## src/rtl/wdog_pkg.sv

```systemverilog
package wdog_pkg;
  localparam int unsigned OFF_COUNT  = 'h00;
  localparam int unsigned OFF_THRESH = 'h04;
  localparam int unsigned OFF_ENABLE = 'h08;
  localparam int unsigned OFF_KEY    = 'h0C;
  localparam int unsigned OFF_STATUS = 'h10;
  localparam logic [31:0] UNLOCK_KEY = 32'hF1D0_DEAD;
  localparam int unsigned BIT_TIMEOUT = 8;
  localparam int unsigned BIT_THRESH  = 9;

  typedef struct packed {
    logic loadCount;
    logic loadThresh;
    logic loadEnable;
    logic clrStatus;
  } wdogStrobes_t;
endpackage

```

## src/rtl/wdog_ctrl.sv

```systemverilog
module wdog_ctrl
  import wdog_pkg::*;
#(
  parameter int unsigned ADDR_W = 5,
  parameter int unsigned DATA_W = 32
) (
  input  logic              clk,
  input  logic              rstN,
  input  logic [ADDR_W-1:0] busAddr,
  input  logic              busWe,
  input  logic [DATA_W-1:0] busWdata,
  output wdogStrobes_t      strobes
);
  localparam logic [ADDR_W-1:0] A_COUNT  = ADDR_W'(OFF_COUNT);
  localparam logic [ADDR_W-1:0] A_THRESH = ADDR_W'(OFF_THRESH);
  localparam logic [ADDR_W-1:0] A_ENABLE = ADDR_W'(OFF_ENABLE);
  localparam logic [ADDR_W-1:0] A_KEY    = ADDR_W'(OFF_KEY);
  localparam logic [ADDR_W-1:0] A_STATUS = ADDR_W'(OFF_STATUS);
  localparam logic [DATA_W-1:0] KEY_VAL  = DATA_W'(UNLOCK_KEY);

  logic unlocked;
  logic isKeyAddr;
  logic keyMatch;

  assign isKeyAddr = (busAddr == A_KEY);
  assign keyMatch  = (busWdata == KEY_VAL);

  // A key write opens or closes; any other write spends the unlock.
  always_ff @(posedge clk) begin
    if (!rstN) begin
      unlocked <= 1'b0;
    end else if (busWe) begin
      if (isKeyAddr) unlocked <= keyMatch;
      else           unlocked <= 1'b0;
    end
  end

  always_comb begin
    strobes = '0;
    if (busWe && unlocked && !isKeyAddr) begin
      unique case (busAddr)
        A_COUNT:  strobes.loadCount  = 1'b1;
        A_THRESH: strobes.loadThresh = 1'b1;
        A_ENABLE: strobes.loadEnable = 1'b1;
        A_STATUS: strobes.clrStatus  = 1'b1;
        default:  strobes = '0;
      endcase
    end
  end

  // a non-key write always leaves the block locked afterwards
  a_r2_unlock_spent: assert property (@(posedge clk) disable iff (!rstN)
    (busWe && !isKeyAddr) |=> !unlocked);

  // nothing reaches the datapath while locked
  a_r3_locked_quiet: assert property (@(posedge clk) disable iff (!rstN)
    (!unlocked) |-> (strobes == '0));

  // a wrong key closes the unlock
  a_r3_bad_key_locks: assert property (@(posedge clk) disable iff (!rstN)
    (busWe && isKeyAddr && !keyMatch) |=> !unlocked);

  // at most one register targeted per write
  a_r2_single_target: assert property (@(posedge clk) disable iff (!rstN)
    $onehot0(strobes));
endmodule

```

## src/rtl/wdog_dpath.sv

```systemverilog
module wdog_dpath
  import wdog_pkg::*;
#(
  parameter int unsigned ADDR_W = 5,
  parameter int unsigned DATA_W = 32
) (
  input  logic              clk,
  input  logic              rstN,
  input  wdogStrobes_t      strobes,
  input  logic [DATA_W-1:0] busWdata,
  input  logic [ADDR_W-1:0] busAddr,
  input  logic              tickEn,
  output logic [DATA_W-1:0] busRdata,
  output logic              irqThresh,
  output logic              irqTimeout
);
  localparam logic [ADDR_W-1:0] A_COUNT  = ADDR_W'(OFF_COUNT);
  localparam logic [ADDR_W-1:0] A_THRESH = ADDR_W'(OFF_THRESH);
  localparam logic [ADDR_W-1:0] A_ENABLE = ADDR_W'(OFF_ENABLE);
  localparam logic [ADDR_W-1:0] A_STATUS = ADDR_W'(OFF_STATUS);

  logic [DATA_W-1:0] count;
  logic [DATA_W-1:0] thresh;
  logic              enable;
  logic              thFlag;
  logic              toFlag;
  logic              stepNow;
  logic [DATA_W-1:0] countDec;
  logic              thHit;
  logic              toHit;

  assign stepNow  = enable && tickEn && (count != '0) && !strobes.loadCount;
  assign countDec = count - DATA_W'(1);
  assign thHit    = stepNow && (thresh != '0) && (countDec == thresh);
  assign toHit    = stepNow && (countDec == '0);

  always_ff @(posedge clk) begin
    if (!rstN) begin
      count  <= '0;
      thresh <= '0;
      enable <= 1'b0;
    end else begin
      if (strobes.loadCount) count <= busWdata;
      else if (stepNow)      count <= countDec;
      if (strobes.loadThresh) thresh <= busWdata;
      if (strobes.loadEnable) enable <= busWdata[0];
    end
  end

  // Set wins over a clear in the same cycle.
  always_ff @(posedge clk) begin
    if (!rstN) begin
      thFlag <= 1'b0;
      toFlag <= 1'b0;
    end else begin
      if (thHit) thFlag <= 1'b1;
      else if (strobes.clrStatus && busWdata[BIT_THRESH]) thFlag <= 1'b0;
      if (toHit) toFlag <= 1'b1;
      else if (strobes.clrStatus && busWdata[BIT_TIMEOUT]) toFlag <= 1'b0;
    end
  end

  always_comb begin
    busRdata = '0;
    unique case (busAddr)
      A_COUNT:  busRdata = count;
      A_THRESH: busRdata = thresh;
      A_ENABLE: busRdata[0] = enable;
      A_STATUS: begin
        busRdata[BIT_THRESH]  = thFlag;
        busRdata[BIT_TIMEOUT] = toFlag;
      end
      default:  busRdata = '0;
    endcase
  end

  assign irqThresh  = thFlag;
  assign irqTimeout = toFlag;

  // disabled counter holds unless reloaded
  a_r4_hold_when_off: assert property (@(posedge clk) disable iff (!rstN)
    (!enable && !strobes.loadCount) |=> (count == $past(count)));

  // a reload lands exactly, tick or not
  a_r5_reload_exact: assert property (@(posedge clk) disable iff (!rstN)
    strobes.loadCount |=> (count == $past(busWdata)));

  // zero is sticky until a reload
  a_r6_zero_sticky: assert property (@(posedge clk) disable iff (!rstN)
    ((count == '0) && !strobes.loadCount) |=> (count == '0));

  // stepping from one to zero raises the timeout flag
  a_r7_timeout_sets: assert property (@(posedge clk) disable iff (!rstN)
    (enable && tickEn && (count == DATA_W'(1)) && !strobes.loadCount) |=> irqTimeout);

  // flags persist until a matching clear
  a_r9_timeout_holds: assert property (@(posedge clk) disable iff (!rstN)
    (toFlag && !(strobes.clrStatus && busWdata[BIT_TIMEOUT])) |=> toFlag);

  a_r9_thresh_holds: assert property (@(posedge clk) disable iff (!rstN)
    (thFlag && !(strobes.clrStatus && busWdata[BIT_THRESH])) |=> thFlag);
endmodule

```

## src/rtl/keyed_wdog.sv

```systemverilog
module keyed_wdog
  import wdog_pkg::*;
#(
  parameter int unsigned ADDR_W = 5,
  parameter int unsigned DATA_W = 32
) (
  input  logic              clk,
  input  logic              rstN,
  input  logic [ADDR_W-1:0] busAddr,
  input  logic              busWe,
  input  logic [DATA_W-1:0] busWdata,
  output logic [DATA_W-1:0] busRdata,
  input  logic              tickEn,
  output logic              irqThresh,
  output logic              irqTimeout
);
  wdogStrobes_t strobes;

  wdog_ctrl #(.ADDR_W(ADDR_W), .DATA_W(DATA_W)) uCtrl (
    .clk      (clk),
    .rstN     (rstN),
    .busAddr  (busAddr),
    .busWe    (busWe),
    .busWdata (busWdata),
    .strobes  (strobes)
  );

  wdog_dpath #(.ADDR_W(ADDR_W), .DATA_W(DATA_W)) uDpath (
    .clk        (clk),
    .rstN       (rstN),
    .strobes    (strobes),
    .busWdata   (busWdata),
    .busAddr    (busAddr),
    .tickEn     (tickEn),
    .busRdata   (busRdata),
    .irqThresh  (irqThresh),
    .irqTimeout (irqTimeout)
  );
endmodule

```

## config.mk

```make
export PLATFORM = sky130hd
export DESIGN_NAME = keyed_wdog
export DESIGN_NICKNAME = d
export VERILOG_FILES = /design/src/rtl/wdog_pkg.sv /design/src/rtl/wdog_ctrl.sv /design/src/rtl/wdog_dpath.sv /design/src/rtl/keyed_wdog.sv
export SDC_FILE = /design/constraint.sdc
export NUM_CORES = 1
export LEC_CHECK = 0
export BUFFER_PORTS_ARGS = -buffer_cell sky130_fd_sc_hd__buf_2
export CAP_MARGIN = 20
export CORE_ASPECT_RATIO = 1.2
export CORE_MARGIN = 2
export CORE_UTILIZATION = 50
export DETAILED_ROUTE_END_ITERATION = 10
export PLACE_DENSITY = 0.72
export SYNTH_ARGS = -nofsm -noshare
export SYNTH_HDL_FRONTEND = slang
export SYNTH_SLANG_ARGS = --single-unit
```

## constraint.sdc

```tcl
create_clock -name clk -period 7.22 [get_ports clk]
set_clock_uncertainty 0.15 [all_clocks]
set_input_delay 1.444 -clock clk [delete_from_list [all_inputs] [get_ports clk]]
set_output_delay 1.444 -clock clk [all_outputs]
set_load 0.02 [all_outputs]
```

==> results of run 1 <==
-- cells by family (layout without fill, tap and decap cells) --
kind of cell | count (synthesis) | in the layout
muxes | 5 | 5
AOI/OAI and AO/OA | 142 | 142
xor gates and xnor gates | 74 | 74
buffers and inverters | 71 | 103
adders and majority gates | 2 | 2
and+or+nand+nor | 286 | 286
DFF | 68 | 68
-- cells in the final DEF, fill, tap and decap left out, types with 18 or more instances in the layout --
master / count
a211oi_1: 29
a21oi_1: 43
a22o_1: 30
buf_2: 74
dfxtp_1: 68
nand2_1: 95
nand4_1: 18
nor2_1: 57
nor3_1: 19
nor4_1: 32
xnor2_1: 44
xor2_1: 29
-- cell usage after synthesis (all sizes together) (3+ instances only) --
cell     n
nor2    57
a22oi    4
xnor2   44
xor2    29
o31ai    3
a31oi    5
nor4    34
o21ai   12
nor3    20
a211oi  29
and2     5
clkbuf  56
buf      7
nand4b   4
inv      7
nand4   18
a21oi   43
dfxtp   68
mux2i    5
or3     10
or4     10
or2      4
nand2   96
a22o    30
and3     6
nand3   10
-- worst min-delay path by stage --
stage | startpoint | endpoint | slack, ns | cells past startpoint
6_report | uCtrl.unlocked | uCtrl.unlocked | 0.34 | 2
5_1_grt | uDpath.thresh[25] | uDpath.thresh[25] | 0.37 | 2
4_1_cts | uCtrl.unlocked | uCtrl.unlocked | 0.34 | 2
3_5_place_dp | uCtrl.unlocked | uCtrl.unlocked | 0.32 | 2
3_3_place_gp | uCtrl.unlocked | uCtrl.unlocked | 0.32 | 2
2_1_floorplan | uCtrl.unlocked | uCtrl.unlocked | 0.30 | 2
-- registers in the layout, summed over array words and instances, names as in the netlist --
name and flops:
uDpath.thresh 32, uDpath.count 32, uCtrl.unlocked 1, uDpath.enable 1
uDpath.irqTimeout 1, uDpath.irqThresh 1
-- metrics by stage --
step           total power [mW]  utilization [%]
4_1_cts                   0.878             57.5
3_3_place_gp              0.416             54.2
2_1_floorplan             0.394                -
6_report                  0.875             57.5
5_1_grt                   0.901             57.5
3_5_place_dp              0.416             54.2
-- worst max-delay path, cell delays in order --
cell	delay, ns
buf_2	0.12
or3_1	0.42
nor3_2	0.68
buf_4	0.42
a22oi_1	0.14
nand2_1	0.09
buf_2	0.15
-- report_power, final --
part | switching [mW] | internal [mW] | total, mW
clock network | 0.172 | 0.294 | 0.466
logic | 0.0223 | 0.0111 | 0.0334
registers | 0.0000000000000652 | 0.375 | 0.375
-- per-layer routing --
metal	wire length [um]	GRT usage, %
met3	886	4.74
met4	545	12.2
met2	8230	54.3
met1	6920	43.8
met5	0	0
-- final cells by class --
type                       count  area (um2)
inverter                       8        30.0
multi-input combinational    509        3170
timing repair buffer          80         415
clock buffer                  12         267
tap                          123         154
fill                         925        4020
sequential                    68        1360
clock inverter                 3        45.0
==> results.md, run 1 <==
* Status: finished, final reports clean
* Syn_area_per_cell at 7.43 um2
* CTS root buf: clkbuf_16
* Inserted Clock Buffers at 9
* Num rows at 39
* Final net count at around 720
* DRT Wirelength at 16.6 mm
* DRT antenna net count at 0
* Synth Instances at 648
* CTS H-tree lvls at 3
* First-pass DRT Iterations at 5
* Post-synth EDFFs at 0
* Yosys Warn Count at 0
* Routability cong. at 0.960
* Synthesis-to-layout area growth at 13.0%
* Hold Crit Class: reg2reg
* XOR/XNOR share of the synthesized area at 13.7%
* Pre-CTS WS at 2.19 ns
* Kind of critical path: in2out
* Top fanout value on the critical path at 21
* Final Cycle Share at 70.2%
* Main synth FF type: dfxtp_1
* Tmin final at 5.07 ns
* Library cells used by synthesis at 60
* Ports at 75
* Leading area contributor after synthesis: dfxtp_1
* Sequential area share after synthesis at 28.3%
* CTS resizes at 0
* Finished Layout Cells at 803
* Worst skew pair latency at 0.34 ns
* Worst Path Arrival at 3.48 ns
* Multiplexer area fraction after synthesis at slightly above 1%
* Largest family of logic cells by synthesized area: simple AND/OR/NAND/NOR gates
* CTS clk-pin slew, worst paths at 0.06 ns
* Register-to-register setup slack at about 3.0 ns
* Synth top area share at 28.3%
* Critical Path RT at 5.63 ns
* Critical path endpoint category: primary output
* Placed Cells at 788
* CP startpoint: busAddr[4]
* Global-route wire length before repair at 26.7 mm
* Final setup vio count at 0
* Post-route DRC at 0
* CTS sink count at 68
* Port-buffer cells at 74
* Layout cells sized above 1 at 16.3%
* Top cells by area, synth: dfxtp_1, xnor2_1, nand2_1
* Vias at 5056
* Die ar. at 0.0104 mm2
* Crit path setup slack, layout at 2.15 ns
* Synth Register Bits at 68
* Setup TNS at 0 ns
* Worst hold slack at 0.339 ns
* Reg2Reg Capture Point: uDpath.irqTimeout
* Core box area at 0.00947 mm2
* Adder-cell share of the synthesized area at less than 1%
* Post-Synth Simple-Gate Area at 30.1%
* Final Hold Fails at 0
* Finished layout cell area at 0.00544 mm2
* Async set-reset flop share out of synthesis at 0%
* Pin count of the biggest net entering global routing at 65
* RSZ-0062 raised after global routing: false
* Worst VDD drop at 0.000115 V
* Worst setup path end: busRdata[8]
* Starting Density at 50.9%
* CTS tree: yes
* Vias per cell at 6.30
* Vias in the first global route at 4792
* Wire per inst at 20.6 um
* Mapped Area at 0.00482 mm2
* Placed Area at ~0.005 mm2
* Post-DP HPWL at 12.1 mm
* Initial antenna violation count at 0
* P_leak at 2.18 nW
* Global Route Usage Sum at between 30% and 40%
* Initial DRC Count at 362
* Setup Fix Bufs, Post-CTS at 0
* # hold bufs at CTS at 0
* Power Density at approximately 160 mW/mm2
* Maximum clock rate at 197 MHz
* Actual slew at the worst max-slew pin at 1.08 ns
* Worst rel slew slack at 27.6%
* Max clock buf depth at 2
* Ant diodes at 0
* Reg2reg start: uDpath.count[0]
* Die X at a little over 90 um
* Complex-gate fraction of the synthesized area at between 20% and 30%
* R2R cell count at 9
* Die height at 112 um
* Max-slew violation count at 0
* Max cap viols at 0
* Net count after synthesis at 691
* Total gr overflow at 0
* Crit start category: primary input
No activity file was read; power rests on OpenSTA's default activity.
==> run 2, diff against run 1 <==
==> constraint.sdc (replaced) <==
create_clock -name clk -period 5.1 [get_ports clk]
set_clock_uncertainty 0.15 [all_clocks]
set_input_delay 1.02 -clock clk [delete_from_list [all_inputs] [get_ports clk]]
set_output_delay 1.02 -clock clk [all_outputs]
set_load 0.02 [all_outputs]
==> run 2 against run 1 <==
Net effect: hold slack better by 0.0068 ns; sequential cell count unchanged; global-route usage down 0.46 points; core utilization down 0.12 points; register-to-register slack worse by 1.8 ns; die area unchanged; sequential share of layout area up 0.052 points; cell count up 0.12%; count of clock-buffer cells in the layout down 1; largest power group unchanged; highest routed layer unchanged.
==> results.md, run 2 (synthesized netlist as in run 1, its figures left out) <==
* Critical path endpoint category: flip-flop
* Min-Delay Endpoint: uDpath.irqThresh
* Worst VDD drop at about 0.00016 V
* Status: finished, final reports clean
* Top fanout value on the critical path at 12
* Crit start category: flip-flop
* Layout cells sized above 1 at 16.3%
* Commonest non-fill, non-tap cell in the layout: nand2_1
* Worst Path Arrival at 4.08 ns
* Vias per cell at 6.25
* Die X at 93.6 um
* Initial antenna violation count at 0
* # hold bufs at CTS at 0
* Routability cong. at 0.963
* Max cap viols at 0
* Buf/Inv on CP at 1
* Most frequent cells in the layout: nand2_1, buf_2, dfxtp_1
* Reg2Reg Capture Point: uDpath.irqTimeout
* CTS root buf: clkbuf_16
* Max clock buf depth at 2
* RSZ-0062 raised after global routing: false
* First-pass DRT Iterations at 5
* Vias at 5025
* Finished layout cell area at 0.00543 mm2
* Initial DRC Count at slightly above 300
* CTS sink count at 68
* CTS H-tree lvls at 3
* Global-route wire length before repair at around 26 mm
* Pre-CTS WS at 1.25 ns
* R2R cell count at 9
* Core box area at about 0.0095 mm2
* Critical Path RT at 5.23 ns
* Placed Area at approximately 0.005 mm2
* HP Start: uDpath.irqThresh
* Pin count of the biggest net entering global routing at 64
* Die ar. at 0.0104 mm2
* Finished Layout Cells at 804
* CTS clk-pin slew, worst paths at about 0.060 ns
* Final Hold Fails at 0
* Die height at 112 um
* CP max-delay cell: nor3b_1
* Starting Density at 50.9%
* Final setup vio count at 0
* Setup TNS at 0 ns
* Placed Cells at 788
* Post-DP HPWL at 12.0 mm
* Crit path setup slack, layout at 1.15 ns
* Fillers at 913
* Total gr overflow at 0
* DRT antenna net count at 0
* Tmin final at 3.95 ns
* Ports at 75
* CTS resizes at 0
* Biggest registers after layout: uDpath.count x32, uDpath.thresh x32
* Setup Fix Bufs, Post-CTS at 0
* Port-buffer cells at 74
* P_leak at 2.18 nW
* Max stage delay on crit path at just over 0.7 ns
* DRT Wirelength at 16.7 mm
* Critical Path, Cell by Cell: inv_1 > ha_1 > nor3b_1 > nand3_1 > nor3_1 > xor2_1 > or4_1 > or4_1 > o21ai_1
* Final Cycle Share at roughly 77%
* Hold Path Cell Cnt at 2
* Kind of critical path: reg2reg
* Register-to-register setup slack at between 1 and 1.5 ns
* Num rows at 39
* Crit-path most repeated cell: or4_1
* Inserted Clock Buffers at 9
* Reg2reg start: uDpath.count[0]
* Worst skew pair latency at 0.34 ns
* Wire per inst at 20.8 um
* Synthesis-to-layout area growth at 12.8%
* Actual slew at the worst max-slew pin at 0.823 ns
* CTS tree: yes
* Util after Layout at 57.4%
* Final net count at 720
* Global Route Usage Sum at between 30% and 40%
* Ant diodes at 0
* Vias in the first global route at 4755
* Worst rel slew slack at about 45%
* Top cell family by delay on the critical path: simple AND/OR/NAND/NOR gates
* Max-slew violation count at 0
* Post-route DRC at 0
* Maximum clock rate at 253 MHz
* Hold Crit Class: reg2reg
* Power Density at 222 mW/mm2
[run 2: cell count changes in the layout (fill, tap and decap cells not counted), sizes merged]
cell    change
buf         +1
clkbuf      -1
clkinv      +1
[run 2: worst reg2reg max path, stage by stage, from the launching register on]
cell and delay (ns):
dfxtp_1 0.41, inv_1 0.10, ha_1 0.25, nor3b_1 0.71, nand3_1 0.63, nor3_1 0.53
xor2_1 0.10, or4_1 0.41, or4_1 0.47, o21ai_1 0.12
[run 2: worst max path at each step]
stage,from,to,cells after the start
2_1_floorplan,busAddr[4],busRdata[10],4
3_3_place_gp,uDpath.count[0],uDpath.irqTimeout,9
3_5_place_dp,uDpath.count[0],uDpath.irqTimeout,9
4_1_cts,uDpath.count[0],uDpath.irqTimeout,9
5_1_grt,uDpath.count[0],uDpath.irqTimeout,9
6_report,uDpath.count[0],uDpath.irqTimeout,9
[run 2: metal layers]
| layer | vias to the layer above | routed length, um | global-route usage [%] |
|---|---|---|---|
| li1 | 2394 | - | - |
| met1 | 2422 | 6970 | 41.3 |
| met2 | 175 | 8290 | 54.1 |
| met3 | 34 | 957 | 5.95 |
| met4 | 0 | 506 | 13.2 |
| met5 | - | 0 | 0 |
[run 2: area by class of cell]
| class | instances | area, um2 | area share (%) |
|---|---|---|---|
| multi-input combinational | 509 | 3170 | 58.4 |
| sequential | 68 | 1360 | 25.1 |
| timing repair buffer | 81 | 423 | 7.79 |
| clock buffer | 11 | 243 | 4.47 |
| tap | 123 | 154 | 2.83 |
| clock inverter | 4 | 50.0 | 0.921 |
| inverter | 8 | 30.0 | 0.553 |
[run 2: per-stage QoR]
| stage | hold WS [ns] | power [mW] |
|---|---|---|
| finish | 0.345 | 1.21 |
| global route | 0.381 | 1.25 |
| CTS | 0.348 | 1.22 |
| detailed placement | 0.336 | 0.589 |
| global placement | 0.311 | 0.589 |
| floorplan | 0.298 | 0.558 |
[run 2: report_power, final]
part	internal [mW]	total (mW)	switching [mW]
sequential	0.531	0.531	0.0000000000000963
clock	0.388	0.630	0.242
combinational	0.0157	0.0471	0.0314
total	0.935	1.21	0.273
